`config.mk`:
```
export PLATFORM = sky130hd
export DESIGN_NAME = ddr_burst_seq
export DESIGN_NICKNAME = d
export VERILOG_FILES = /design/src/rtl/ddr_seq_pkg.sv /design/src/rtl/ddr_seq_ctrl.sv /design/src/rtl/ddr_seq_addr.sv /design/src/rtl/ddr_burst_seq.sv
export SDC_FILE = /design/constraint.sdc
export NUM_CORES = 1
export LEC_CHECK = 0
export BUFFER_PORTS_ARGS = -buffer_cell sky130_fd_sc_hd__buf_2
export CAP_MARGIN = 10
export CORE_AREA = 10 10 85 87
export DETAILED_ROUTE_END_ITERATION = 7
export DIE_AREA = 0 0 95 97
export SLEW_MARGIN = 30
export SYNTH_ARGS = -nofsm -noshare
export SYNTH_HDL_FRONTEND = slang
export SYNTH_SLANG_ARGS = --single-unit
```
`constraint.sdc`:
```
create_clock -name clk -period 1.6 [get_ports clk]
set_input_delay 0 -clock clk [delete_from_list [all_inputs] [get_ports clk]]
set_output_delay 0 -clock clk [all_outputs]
set_load 0.05 [all_outputs]
```
`src/rtl/ddr_seq_pkg.sv`:
```
package ddr_seq_pkg;
  typedef enum logic [1:0] {
    M_IDLE  = 2'd0,
    M_READ  = 2'd1,
    M_WRITE = 2'd2
  } mode_e;

  localparam int BEATS      = 4;
  localparam int BEATS_CLK  = 2;
  localparam int PAIRS      = BEATS / BEATS_CLK;
  localparam int CNT_W      = $clog2(PAIRS + 1);
  localparam int NUM_PATHS  = 2;
  localparam int PATH_RD    = 0;
  localparam int PATH_WR    = 1;
endpackage

```
`src/rtl/ddr_seq_ctrl.sv`:
```
module ddr_seq_ctrl
  import ddr_seq_pkg::*;
(
  input  logic             clk,
  input  logic             rst,
  input  logic             ld_n,
  input  logic             rw,
  output mode_e            mode,
  output logic [CNT_W-1:0] cnt,
  output logic             load_rd,
  output logic             load_wr,
  output logic             adv_rd,
  output logic             adv_wr
);
  localparam logic [CNT_W-1:0] CNT_FIRST = CNT_W'(1);
  localparam logic [CNT_W-1:0] CNT_LAST  = CNT_W'(PAIRS);

  logic accept;

  // A load is taken when idle or on the last pair; dropped on the first.
  assign accept  = !ld_n && (cnt != CNT_FIRST);
  assign load_rd = accept && rw;
  assign load_wr = accept && !rw;
  assign adv_rd  = (cnt == CNT_FIRST) && (mode == M_READ);
  assign adv_wr  = (cnt == CNT_FIRST) && (mode == M_WRITE);

  always_ff @(posedge clk) begin
    if (rst) begin
      cnt  <= '0;
      mode <= M_IDLE;
    end else if (accept) begin
      cnt  <= CNT_FIRST;
      mode <= rw ? M_READ : M_WRITE;
    end else if (cnt != '0 && cnt != CNT_LAST) begin
      cnt  <= cnt + CNT_W'(1);
    end else begin
      cnt  <= '0;
      mode <= M_IDLE;
    end
  end
endmodule

```
`src/rtl/ddr_seq_addr.sv`:
```
module ddr_seq_addr
  import ddr_seq_pkg::*;
#(
  parameter int ADDR_W = 21
) (
  input  logic              clk,
  input  logic              rst,
  input  logic              load,
  input  logic              adv,
  input  logic [ADDR_W-1:0] start,
  output logic [ADDR_W-1:0] rise,
  output logic [ADDR_W-1:0] fall
);
  localparam int LOW_W = $clog2(BEATS);

  logic [ADDR_W-1:0] base;

  always_ff @(posedge clk) begin
    if (rst) begin
      base <= '0;
    end else if (load) begin
      base <= start;
    end else if (adv) begin
      base[LOW_W-1:0] <= base[LOW_W-1:0] + LOW_W'(BEATS_CLK);
    end
  end

  assign rise = base;
  assign fall = {base[ADDR_W-1:LOW_W], base[LOW_W-1:0] + LOW_W'(1)};
endmodule

```
`src/rtl/ddr_burst_seq.sv`:
```
module ddr_burst_seq
  import ddr_seq_pkg::*;
#(
  parameter int ADDR_W = 21
) (
  input  logic              clk,
  input  logic              rst,
  input  logic              ld_n,
  input  logic              rw,
  input  logic [ADDR_W-1:0] addr_in,
  output logic              rd_active,
  output logic              wr_active,
  output logic [ADDR_W-1:0] beat_addr_r,
  output logic [ADDR_W-1:0] beat_addr_f,
  output logic [1:0]        beat_idx_r,
  output logic [1:0]        beat_idx_f
);
  mode_e             mode;
  logic [CNT_W-1:0]  cnt;
  logic              load_rd, load_wr, adv_rd, adv_wr;
  logic [NUM_PATHS-1:0] load_v, adv_v;
  logic [ADDR_W-1:0] rise_v [NUM_PATHS];
  logic [ADDR_W-1:0] fall_v [NUM_PATHS];
  logic              active;

  ddr_seq_ctrl u_ctrl (
    .clk     (clk),
    .rst     (rst),
    .ld_n    (ld_n),
    .rw      (rw),
    .mode    (mode),
    .cnt     (cnt),
    .load_rd (load_rd),
    .load_wr (load_wr),
    .adv_rd  (adv_rd),
    .adv_wr  (adv_wr)
  );

  assign load_v[PATH_RD] = load_rd;
  assign load_v[PATH_WR] = load_wr;
  assign adv_v[PATH_RD]  = adv_rd;
  assign adv_v[PATH_WR]  = adv_wr;

  for (genvar p = 0; p < NUM_PATHS; p++) begin : g_path
    ddr_seq_addr #(.ADDR_W(ADDR_W)) u_addr (
      .clk   (clk),
      .rst   (rst),
      .load  (load_v[p]),
      .adv   (adv_v[p]),
      .start (addr_in),
      .rise  (rise_v[p]),
      .fall  (fall_v[p])
    );
  end

  assign rd_active   = (mode == M_READ);
  assign wr_active   = (mode == M_WRITE);
  assign active      = rd_active || wr_active;
  assign beat_addr_r = wr_active ? rise_v[PATH_WR] : rise_v[PATH_RD];
  assign beat_addr_f = wr_active ? fall_v[PATH_WR] : fall_v[PATH_RD];
  assign beat_idx_r  = (cnt == CNT_W'(PAIRS)) ? 2'd2 : 2'd0;
  assign beat_idx_f  = active ? (beat_idx_r | 2'd1) : 2'd0;
endmodule

```
Word level (Yosys, flattened, before mapping)

Index checks and enable logic that the tools add are counted.

Word-level logic and storage cells: 46
Input bits: 25
Output and inout port bits: 48
Bits in registers: 46

Bitwise gates (word level): 1
Eq/ne operators: 7
Reductions and logical operators: 13
$add $sub $neg: 5
Mux-type cells: 13

Operator list:

| cell                | number |
|---|---|
| $mux 21             | 2 |
| $mux 2              | 9 |
| $add 2x1->2 const B | 3 |
| $logic_and 1x1->1   | 6 |
| $reduce_bool 2->1   | 3 |
| $add 2x2->2 const B | 2 |
| $eq 2x1->1 const B  | 2 |
| $eq 2x2->1 const B  | 2 |
| $ne 2x1->1 const B  | 2 |
| $reduce_or 3->1     | 1 |
| $logic_not 1->1     | 2 |
| $mux 1              | 2 |
| $ne 2x2->1 const B  | 1 |
| $logic_or 1x1->1    | 1 |
| $not 1->1           | 1 |

Logic depth before layout (Yosys ltp)

Gate-level depths: netlist of run 1.

Depth after elaboration: 4
Mapped depth: 7
Mapped depth without buffers: 5

Hierarchy

Synthesis of run 1 repeated with hierarchy kept, for this count alone.

Cell total of the unflattened synthesis: 263
Area total of the unflattened synthesis: 2,895.3 um^2

By module, submodules not included:

| module        | area each (um^2) | instances | cells an instance | sequential area each (um^2) |
|---|---|---|---|---|
| ddr_seq_addr  | 942.2            | 2         | 91                | 420.4 |
| ddr_burst_seq | 783.3            | 1         | 57                | 0.0 |
| ddr_seq_ctrl  | 227.7            | 1         | 24                | 80.1 |

Worst setup path after synthesis of run 1

Ideal clock, no wire load.

Path type: reg-to-output
Start: register u_ctrl.mode[0]
End: output port beat_addr_f[1]
Path buffers: 0
Setup slack: -0.931 ns
Required time: 1.600 ns
Cell stages (with the launch flop): 5
Arrival: 2.531 ns
Path through: dfxtp_1 -> inv_1 -> ha_1 -> mux2i_1 -> xnor2_1

Cells in the longest elaborated chain, start to end: 2

Ends and longest elaborated chain:

| element                | RTL line            | text |
|---|---|---|
| from (decl)            | ddr_seq_ctrl.sv:8   | `output mode_e mode,` |
| from (signal assigned) | ddr_seq_ctrl.sv:33  | `mode <= rw ? M_READ : M_WRITE;` |
| $eq 2x2->1             | ddr_burst_seq.sv:57 | `assign wr_active = (mode == M_WRITE);` |
| via wr_active          | ddr_burst_seq.sv:12 | `output logic wr_active,` |
| $mux 21                | ddr_burst_seq.sv:60 | `assign beat_addr_f = wr_active ? fall_v[PATH_WR] : fall_v[PATH_RD];` |
| to (decl)              | ddr_burst_seq.sv:14 | `output logic [ADDR_W-1:0] beat_addr_f,` |

The timed path passes the listed nets, and every way through them passes these cells.

Final worst setup path of run 1

Start: register u_ctrl.mode[0]
End: output port beat_addr_f[1]

Cells in the longest elaborated chain, start to end: 2

Ends and longest elaborated chain:

| element    | RTL line |
|---|---|
| $eq 2x2->1 | ddr_burst_seq.sv:57 |
| $mux 21    | ddr_burst_seq.sv:60 |

No other way between the ends.

==> metrics, run 1 <==
YS warnings=0; vias in the first global route=1959; Synth-to-Final Area Change=46.5%; Worst-Skew Late Latency=approximately 300 ps; DP Area=0.00253 mm²; final setup TNS=-358 ps; GR Util All Layers=12.5%; clock buffer depth=2; crit path cell chain=inv_2 -> ha_4 -> buf_6 -> mux2i_4 -> xnor2_4 -> buf_6; Setup crit end kind=output pin; share of cells above drive strength 1=about two fifths; post-synthesis xor/xnor area fraction=approximately 1.2%; Setup WS post-layout=-25.2 ps; Critical path buffers and inverters=3; status=finished, violations left; RSZ-0062 raised after global routing=yes; Starting DRT DRC Count=47; H-tree depth=2; Net Sw Power=~0.88 mW; Pint=about 1.9 mW; CTS tree=yes; Final Non-Filler Cells=413; Max Fanout on Critical Path=7; crit-path leading delay family=buffers and inverters; I/O pin cnt=73; final WL=just under 6 mm; synthesized net count=~290; first-pass GRT wire length=roughly 9.5 mm; largest family of logic cells by synthesized area=simple AND/OR/NAND/NOR gates; Port Buffers=71; Synth Area per Inst=about 8.3 µm²; Root Buffer=clkbuf_8; Critical Path RT=roughly 1600 ps; gpl congestion=between 0.7 and 0.8; via count=around 1.9k; slew margin rel.=between 60 and 70%; Worst VDD drop=roughly 0.34 mV; vias per std cell=4.62; final core occ=57.7%; initial antenna violation count=1; max cap viols=0; Clk pwr share=between 20% and 30%; largest net degree at the start of global routing=27; #FFs+latches synth=between 40 and 50; worst-margin pin slew=around 510 ps; Final ANT Viol Nets=0; Worst Setup Start Kind=flop; Post-DP HPWL=around 4.0 mm; drt wl/cell=about 14 µm; Max Clk Rate=615 MHz; Gate power share=28.1%; Initial Util=39.4%; CTS Buf Count=5; Crit Path Category=flop to output pin; Worst path max stage delay=about 330 ps; fin crit period=1630 ps; Reg power frac=roughly 45%; Final Setup Violations=23; Die Wd=around 95 µm; Yosys cell types=25; drt first pass iters=5; dpl cells=roughly 380; area fraction in compound gates after synthesis=between 10% and 20%; number of remaining DRC errors=0; Critical Path Most Common Cell=buf_6; Tot Pwr=between 2 and 3 mW; failing checks=negative setup slack; final worst path period share=102%; Final Cell Area=between 0.003 and 0.004 mm²; Simple-Gate Fraction of Synth Area=17.8%; pre-CTS setup slack=~56 ps; slowest stage cell, crit path=dfxtp_2; PD cells=just under 900 mW/mm²; Leakage=about 1.4 nW; HP Class=input port to flop; total grt overflow=0; Post-Synthesis Cell Area=between 0.002 and 0.0025 mm²; register area share after synthesis=a little over two fifths; Post-Synth Adder-Cell Area=around 3.5%; DIE AREA=just over 0.009 mm²; Final #Nets=370; critical path arrival=1630 ps; Clock Skews=5.99 ps; Slew Viols, Final=0; Rows=27; mux share of post-synthesis cell area=10.9%; core area=between 0.005 and 0.006 mm²; clock-pin slew on the worst setup and hold paths=~90 ps; Syn Inst Count=between 200 and 300; clock sinks=46; DIE HEIGHT=between 90 and 100 µm; switch share=around 32%; Final Hold Fails=0; Fin Hold WS=roughly 24 ps
-- state kept, by name, indices dropped and copies added, names as in the netlist --
register and flops:
g_path.u_addr.rise 42, u_ctrl.cnt 2, u_ctrl.mode 2
-- final cells by class --
class                           count  area [µm²]
Antenna cell                        1        2.50
Clock buffer                        6        82.6
Clock inverter                      2        12.5
Fill cell                         493        2310
Inverter                            6        22.5
Multi-Input combinational cell    171        1060
Sequential cell                    46         923
Tap cell                           72        90.1
Timing Repair Buffer              109         963
-- power by group through the flow --
stage | Clock (mW) | Sequential, mW | Combinational (mW)
floorplan | 0 | 1.25 | 0.503
global placement | 0 | 1.26 | 0.626
detailed placement | 0 | 1.26 | 0.630
CTS | 0.760 | 1.23 | 0.744
global route | 0.811 | 1.24 | 0.818
finish | 0.735 | 1.23 | 0.769
-- logic make-up after synthesis --
family | after synthesis
other cells | 1
simple gates | 95
buf+inv | 44
flops | 46
xor+xnor | 3
fa+ha+maj | 6
compound gates | 45
mux | 21
-- cells in the final DEF, fill, tap and decap left out, types with 2 or more instances in the layout --
master and count:
a211oi_2 2, a21oi_1 43, buf_12 2, buf_2 30
buf_4 32, buf_6 16, buf_8 8, clkbuf_8 6
dfxtp_1 44, dfxtp_2 2, dlygate4sd3_1 20, ha_1 4
inv_1 5, mux2_2 10, mux2_4 10, nand2_1 83
nand3_1 2, nor2_1 2, xor2_1 2
-- worst min-delay path: stages --
cell      delay, ps
buf_2           120
nor2_2          120
a211oi_2         50
-- metal layers --
layer  global-route usage [%]  share of wire [%]  wire length, µm
met1                     15.0                 44             2560
met4                     4.12                1.0               60
met5                        0                  0                0
met3                     4.01                6.6              388
met2                     20.5                 49             2860
-- worst paths after layout --
| path | end | slack (ps) | start | cells past startpoint |
|---|---|---|---|---|
| worst max-delay path | beat_addr_f[1] | -30 | u_ctrl.mode[0]$_SDFFE_PP0P_ | 6 |
| worst min-delay path | g_path[0].u_addr.rise[1]$_SDFFE_PP0P_ | 20 | addr_in[1] | 3 |
| worst max register to register | g_path[0].u_addr.rise[7]$_SDFFE_PP0P_ | 110 | u_ctrl.cnt[1]$_SDFF_PP0_ | 6 |
| worst min register to register | g_path[0].u_addr.rise[3]$_SDFFE_PP0P_ | 450 | g_path[0].u_addr.rise[3]$_SDFFE_PP0P_ | 2 |
-- Yosys cell counts (all sizes together) --
library cell	instances	area [µm²]
a211oi	2	25.0
a21oi	43	215
and4b	1	10.0
buf	31	220
clkbuf	7	28.8
conb	1	3.75
dfxtp	46	921
ha	6	75.1
inv	6	22.5
mux2	20	225
mux2i	1	10.0
nand2	83	312
nand3	2	10.0
nor2	3	11.3
nor2b	1	6.26
nor3	1	5.00
nor3b	1	7.51
or2	1	6.26
or3	1	6.26
or3b	1	8.76
xnor2	1	8.76
xor2	2	17.5
-- repair_timing --
| item | CTS | global route |
|---|---|---|
| cloned | 1 | 0 |
| pin swaps | 0 | 1 |
| endpoints found under the hold margin | 40 | 0 |
| buffers inserted | 3 | 1 |
| endpoints found under the setup margin | 39 | 66 |
| hold buffers | 20 | 0 |
| resized for setup | 63 | 26 |
(Power assumes the default switching activity.)
==> inputs of run 2 (changes only) <==
- SETUP_SLACK_MARGIN: not set -> 0.02
- TNS_END_PERCENT: not set -> 10
==> run 2 against run 1 <==
Net effect:
- the flow still finishes with violations (negative setup slack)
- non-clock buffer count unchanged
- worst hold slack improved by 15 ps
- register-to-register slack about the same
- utilization grew 1.6 points
- clock power hardly changed
- critical path depth unchanged
- sequential power about the same
==> metrics, run 2 (synthesis gave the netlist of run 1 again) <==
status=finished, violations left (unchanged); failing checks=negative setup slack (unchanged); clock sinks=46 (unchanged); Port Buffers=71 (unchanged); Final #Nets=370 (unchanged); I/O pin cnt=73 (unchanged); Met1 Wirelength=2.61 mm (was 2.56 mm); clock-pin slew on the worst setup and hold paths=80 ps (was 90 ps); H-tree depth=2 (unchanged); CTS tree=yes (unchanged); number of remaining DRC errors=0 (unchanged); Worst-Skew Late Latency=300 ps (about the same); most frequent cells in the layout=nand2_1, dfxtp_1, a21oi_1 (unchanged); Final Hold Fails=0 (unchanged); min-delay src=addr_in[1] (unchanged); Clock Skews=2.20 ps (was 5.99 ps); routed wl met2=2.98 mm (was 2.86 mm); Initial Util=39.4% (unchanged); via count=1972 (was 1908); FF-to-FF Start=u_ctrl.cnt[1]$_SDFF_PP0_ (unchanged); final worst path period share=102% (about the same); DP Area=0.00253 mm² (unchanged); commonest non-fill, non-tap cell in the layout=nand2_1 (unchanged); total grt overflow=0 (unchanged); DIE HEIGHT=97 µm (unchanged); Max Clk Rate=613 MHz (was 615 MHz); Worst Setup Start Kind=flop (unchanged); CTS Buf Count=5 (unchanged); Synth-to-Final Area Change=50.6% (was 46.5%); Post-DP HPWL=4.02 mm (unchanged); worst-margin pin slew=511 ps (was 508 ps); critical path arrival=1630 ps (about the same); Setup WS post-layout=-30.0 ps (was -25.2 ps); first-pass GRT wire length=9.90 mm (was 9.47 mm); vias in the first global route=2015 (was 1959); initial antenna violation count=1 (unchanged); met3 wire len=413 µm (was 388 µm); vias per std cell=4.77 (was 4.62); drt first pass iters=4 (was 5); Root Buffer=clkbuf_8 (unchanged); GR Util All Layers=13.1% (was 12.5%); HP Class=input port to flop (unchanged); Leakage=1.38 nW (was 1.36 nW); core area=0.00547 mm² (unchanged); largest net degree at the start of global routing=27 (unchanged); Worst VDD drop=0.368 mV (was 0.345 mV); share of cells above drive strength 1=38.8% (was 38.5%); fin crit period=1630 ps (about the same); drt wl/cell=14.7 µm (was 14.2 µm); Slew Viols, Final=0 (unchanged); Tot Pwr=2.77 mW (was 2.74 mW); final WL=6.06 mm (was 5.86 mm); Final ANT Viol Nets=0 (unchanged); PD cells=852 mW/mm² (was 866 mW/mm²); DIE AREA=0.00922 mm² (unchanged); Starting DRT DRC Count=44 (was 47); Setup crit end kind=output pin (unchanged); Critical Path RT=1600 ps (about the same); Crit Path Category=flop to output pin (unchanged); Rows=27 (unchanged); uppermost layer routed=met4 (unchanged); slew margin rel.=65.9% (was 66.2%); Max Fanout on Critical Path=6 (was 7); Die Wd=95 µm (unchanged); Final Cell Area=0.00325 mm² (was 0.00316 mm²); Filler cells=486 (was 493); clock buffer depth=2 (unchanged); max reg flops=42 (unchanged); Final Setup Violations=22 (was 23); RSZ-0062 raised after global routing=yes (unchanged); max cap viols=0 (unchanged); gpl congestion=0.775 (unchanged); Worst Setup SP=u_ctrl.mode[0]$_SDFFE_PP0P_ (unchanged)
==> run 2: cell types whose count changed in the layout (fill, tap and decap cells not counted), moves of 3 or more <==
cell    change
buf_6       +9
buf_8       +3
mux2_4      +6
mux2_2      -6
buf_4      -14
==> run 2: report_power, final <==
part | switching [mW] | total, mW | internal [mW]
clock | 0.385 | 0.732 | 0.347
combinational | 0.470 | 0.800 | 0.329
sequential | 0.0313 | 1.23 | 1.20
==> run 2: layout make-up <==
| type | instances | area (µm²) | share of cell area [%] |
|---|---|---|---|
| Antenna cell | 1 | 2.50 | 0.0771 |
| Clock buffer | 6 | 82.6 | 2.54 |
| Clock inverter | 2 | 12.5 | 0.386 |
| Inverter | 6 | 22.5 | 0.694 |
| Multi-Input combinational cell | 171 | 1090 | 33.5 |
| Sequential cell | 46 | 923 | 28.5 |
| Tap cell | 72 | 90.1 | 2.78 |
| Timing Repair Buffer | 109 | 1020 | 31.6 |
==> run 2: layer usage <==
| layer | GRT usage, % | up-vias |
|---|---|---|
| li1 | - | 980 |
| met1 | 15.9 | 929 |
| met2 | 21.2 | 57 |
| met3 | 4.47 | 6 |
| met4 | 4.12 | 0 |
| met5 | 0 | - |
==> run 2: worst paths after layout <==
kind	end	slack (ps)	cells past startpoint
setup reg to reg	g_path[1].u_addr.rise[12]$_SDFFE_PP0P_	100	6
hold reg to reg	g_path[0].u_addr.rise[5]$_SDFFE_PP0P_	460	2
hold / removal	g_path[0].u_addr.rise[1]$_SDFFE_PP0P_	40	3
setup / recovery	beat_addr_r[5]	-30	6
==> run 2: stage by stage <==
| step | worst slack (ps) | cells | utilization [%] | hold slack, ps | setup TNS (ps) |
|---|---|---|---|---|---|
| after floorplan | -26.2 | 261 | - | 136 | -470 |
| after global placement | 91.7 | 379 | 46.3 | 253 | 0 |
| after detailed placement | 56.4 | 379 | 46.3 | 257 | 0 |
| after CTS | -51.7 | 412 | 58.1 | 29.4 | -640 |
| after global routing | -95.4 | 413 | 59.3 | 31.9 | -2050 |
| final | -30.0 | 413 | 59.3 | 38.7 | -441 |
==> run 2: worst max-delay path, stage by stage, from the launching register on <==
cell and delay [ps]:
dfxtp_2 340, inv_2 40, ha_4 190, buf_4 140, buf_8 130, mux2_4 330
buf_6 160
==> run 2: repair_timing <==
action	4_1_cts	5_1_grt
hold endpoints to repair	40	0
gates cloned	1	0
buffers inserted	4	0
setup endpoints to repair	40	75
pin swaps	1	1
gates resized for setup	92	18
hold buffers	20	0
==> inputs of run 3 (changes only) <==
- CTS_CLUSTER_SIZE: not set -> 40
- RECOVER_POWER: not set -> 100
==> run 3 against run 2 <==
Net effect:
- the flow still finishes with violations (negative setup slack)
- worst hold slack got worse by 3.8 ps
- sequential share of layout area increased by 0.099 points
- critical path type unchanged
- non-clock buffer count unchanged
- setup slack improved by 1.0 ps
- fmax about the same
- register-to-register slack worse by 70 ps
- die area unchanged
- largest power group unchanged
==> metrics, run 3 (synthesis gave the netlist of run 1 again) <==
Tot Pwr=2.76 mW (was 2.77 mW); fin crit period=1630 ps (about the same); Rows=27 (unchanged); PD cells=855 mW/mm² (was 852 mW/mm²); most frequent cells in the layout=nand2_1, dfxtp_1, a21oi_1 (unchanged); Post-DP HPWL=4.02 mm (unchanged); Root Buffer=clkbuf_8 (unchanged); Initial Util=39.4% (unchanged); Final Setup Violations=22 (unchanged); Reg power frac=44.6% (about the same); final worst path period share=102% (about the same); Worst Setup Start Kind=flop (unchanged); Crit Path Category=flop to output pin (unchanged); critical path arrival=1630 ps (about the same); gpl congestion=0.775 (unchanged); Leakage=1.37 nW (was 1.38 nW); clock sinks=46 (unchanged); Pint=1.87 mW (was 1.88 mW); H-tree depth=2 (unchanged); Worst-Skew Late Latency=300 ps (about the same); CTS Buf Count=5 (unchanged); slew margin rel.=60.1% (was 65.9%); Critical Path RT=1600 ps (about the same); Clk pwr share=26.7% (was 26.5%); Net Sw Power=0.891 mW (was 0.887 mW); CTS tree=yes (unchanged); Final #Nets=370 (unchanged); DIE AREA=0.00922 mm² (unchanged); DIE HEIGHT=97 µm (unchanged); DP Area=0.00253 mm² (unchanged); share of cells above drive strength 1=37.4% (was 38.8%); pre-CTS setup slack=56.4 ps (unchanged); I/O pin cnt=73 (unchanged); Starting DRT DRC Count=55 (was 44); Setup crit end kind=output pin (unchanged); Final Cell Area=0.00323 mm² (was 0.00325 mm²); status=finished, violations left (unchanged); commonest non-fill, non-tap cell in the layout=nand2_1 (unchanged); HP Class=input port to flop (unchanged); drt wl/cell=14.7 µm (about the same); largest net degree at the start of global routing=27 (unchanged); clock-pin slew on the worst setup and hold paths=80 ps (about the same); GR Util All Layers=13.1% (unchanged); Setup WS post-layout=-29.0 ps (was -30.0 ps); Max Clk Rate=614 MHz (was 613 MHz); switch share=32.2% (was 32.1%); initial antenna violation count=1 (unchanged); vias per std cell=4.74 (was 4.77); max reg flops=42 (unchanged); Port Buffers=71 (unchanged); RSZ-0062 raised after global routing=yes (unchanged); final WL=6.06 mm (about the same); Die Wd=95 µm (unchanged); Clock Skews=4.01 ps (was 2.20 ps); total grt overflow=0 (unchanged); Worst VDD drop=0.371 mV (was 0.368 mV); drt first pass iters=4 (unchanged); core area=0.00547 mm² (unchanged); Synth-to-Final Area Change=50.0% (was 50.6%); Max Fanout on Critical Path=6 (unchanged); Gate power share=28.7% (was 28.9%); max cap viols=0 (unchanged); first-pass GRT wire length=9.90 mm (unchanged); final setup TNS=-419 ps (was -441 ps); worst-margin pin slew=601 ps (was 511 ps); Final ANT Viol Nets=0 (unchanged); vias in the first global route=2015 (unchanged); number of remaining DRC errors=0 (unchanged); Final Hold Fails=0 (unchanged); clock buffer depth=2 (unchanged); via count=1956 (was 1972); failing checks=negative setup slack (unchanged); Slew Viols, Final=0 (unchanged)
run 3: changes by cell type in the layout (fill, tap and decap cells not counted), sizes merged:
cell / before / now
clkbuf: 6 / 13
buf: 89 / 82
run 3: path summary, 6_finish.rpt:
kind,start,end,slack (ps),depth (start not counted)
worst min register to register,g_path[0].u_addr.rise[5]$_SDFFE_PP0P_,g_path[0].u_addr.rise[5]$_SDFFE_PP0P_,460,2
worst max register to register,u_ctrl.cnt[1]$_SDFF_PP0_,g_path[1].u_addr.rise[1]$_SDFFE_PP0P_,30,6
worst max-delay path,u_ctrl.mode[0]$_SDFFE_PP0P_,beat_addr_f[11],-30,6
worst min-delay path,addr_in[1],g_path[0].u_addr.rise[1]$_SDFFE_PP0P_,30,3
run 3: area by class of cell:
class,instances,area [µm²]
well taps,72,90.1
inverters,6,22.5
diodes,1,2.50
fillers,486,2240
flip-flops and latches,46,923
multi-input cells,171,1080
clock inverters,2,12.5
clock buffers,6,82.6
repair buffers,109,1020
run 3: through the flow:
step / hold slack, ps / util [%] / std cells
after global placement: 253 / 46.3 / 379
after floorplan: 136 / - / 261
after CTS: 29.4 / 58.1 / 412
after detailed placement: 257 / 46.3 / 379
after global routing: 31.9 / 59.1 / 413
final: 34.9 / 59.1 / 413
run 3: what timing repair did:
item                                   CTS  global route
endpoints found under the hold margin   40             0
hold buffers                            20             0
pin swaps                                1             1
buffers inserted                         4             0
gates resized for setup                 92            18
gates cloned                             1             0
setup endpoints to repair               40            75
run 3: power by group through the flow:
stage                     logic [mW]  registers (mW)  clock network [mW]
after detailed placement       0.630            1.26                   0
final                          0.794            1.23               0.737
after CTS                      0.780            1.23               0.760
after global placement         0.626            1.26                   0
after global routing           0.845            1.24               0.809
after floorplan                0.503            1.25                   0
run 3: critical path: stages (launching register included):
cell	delay [ps]
dfxtp_2	340
inv_2	40
ha_4	190
buf_4	140
buf_8	130
mux2_4	330
buf_6	160
run 3: per-layer routing:
layer | GRT usage, % | wire length [µm] | vias up
met2 | 21.2 | 2970 | 57
met4 | 4.12 | 60 | 0
met1 | 15.9 | 2620 | 915
met5 | 0 | 0 | -
li1 | - | - | 978
met3 | 4.47 | 419 | 6
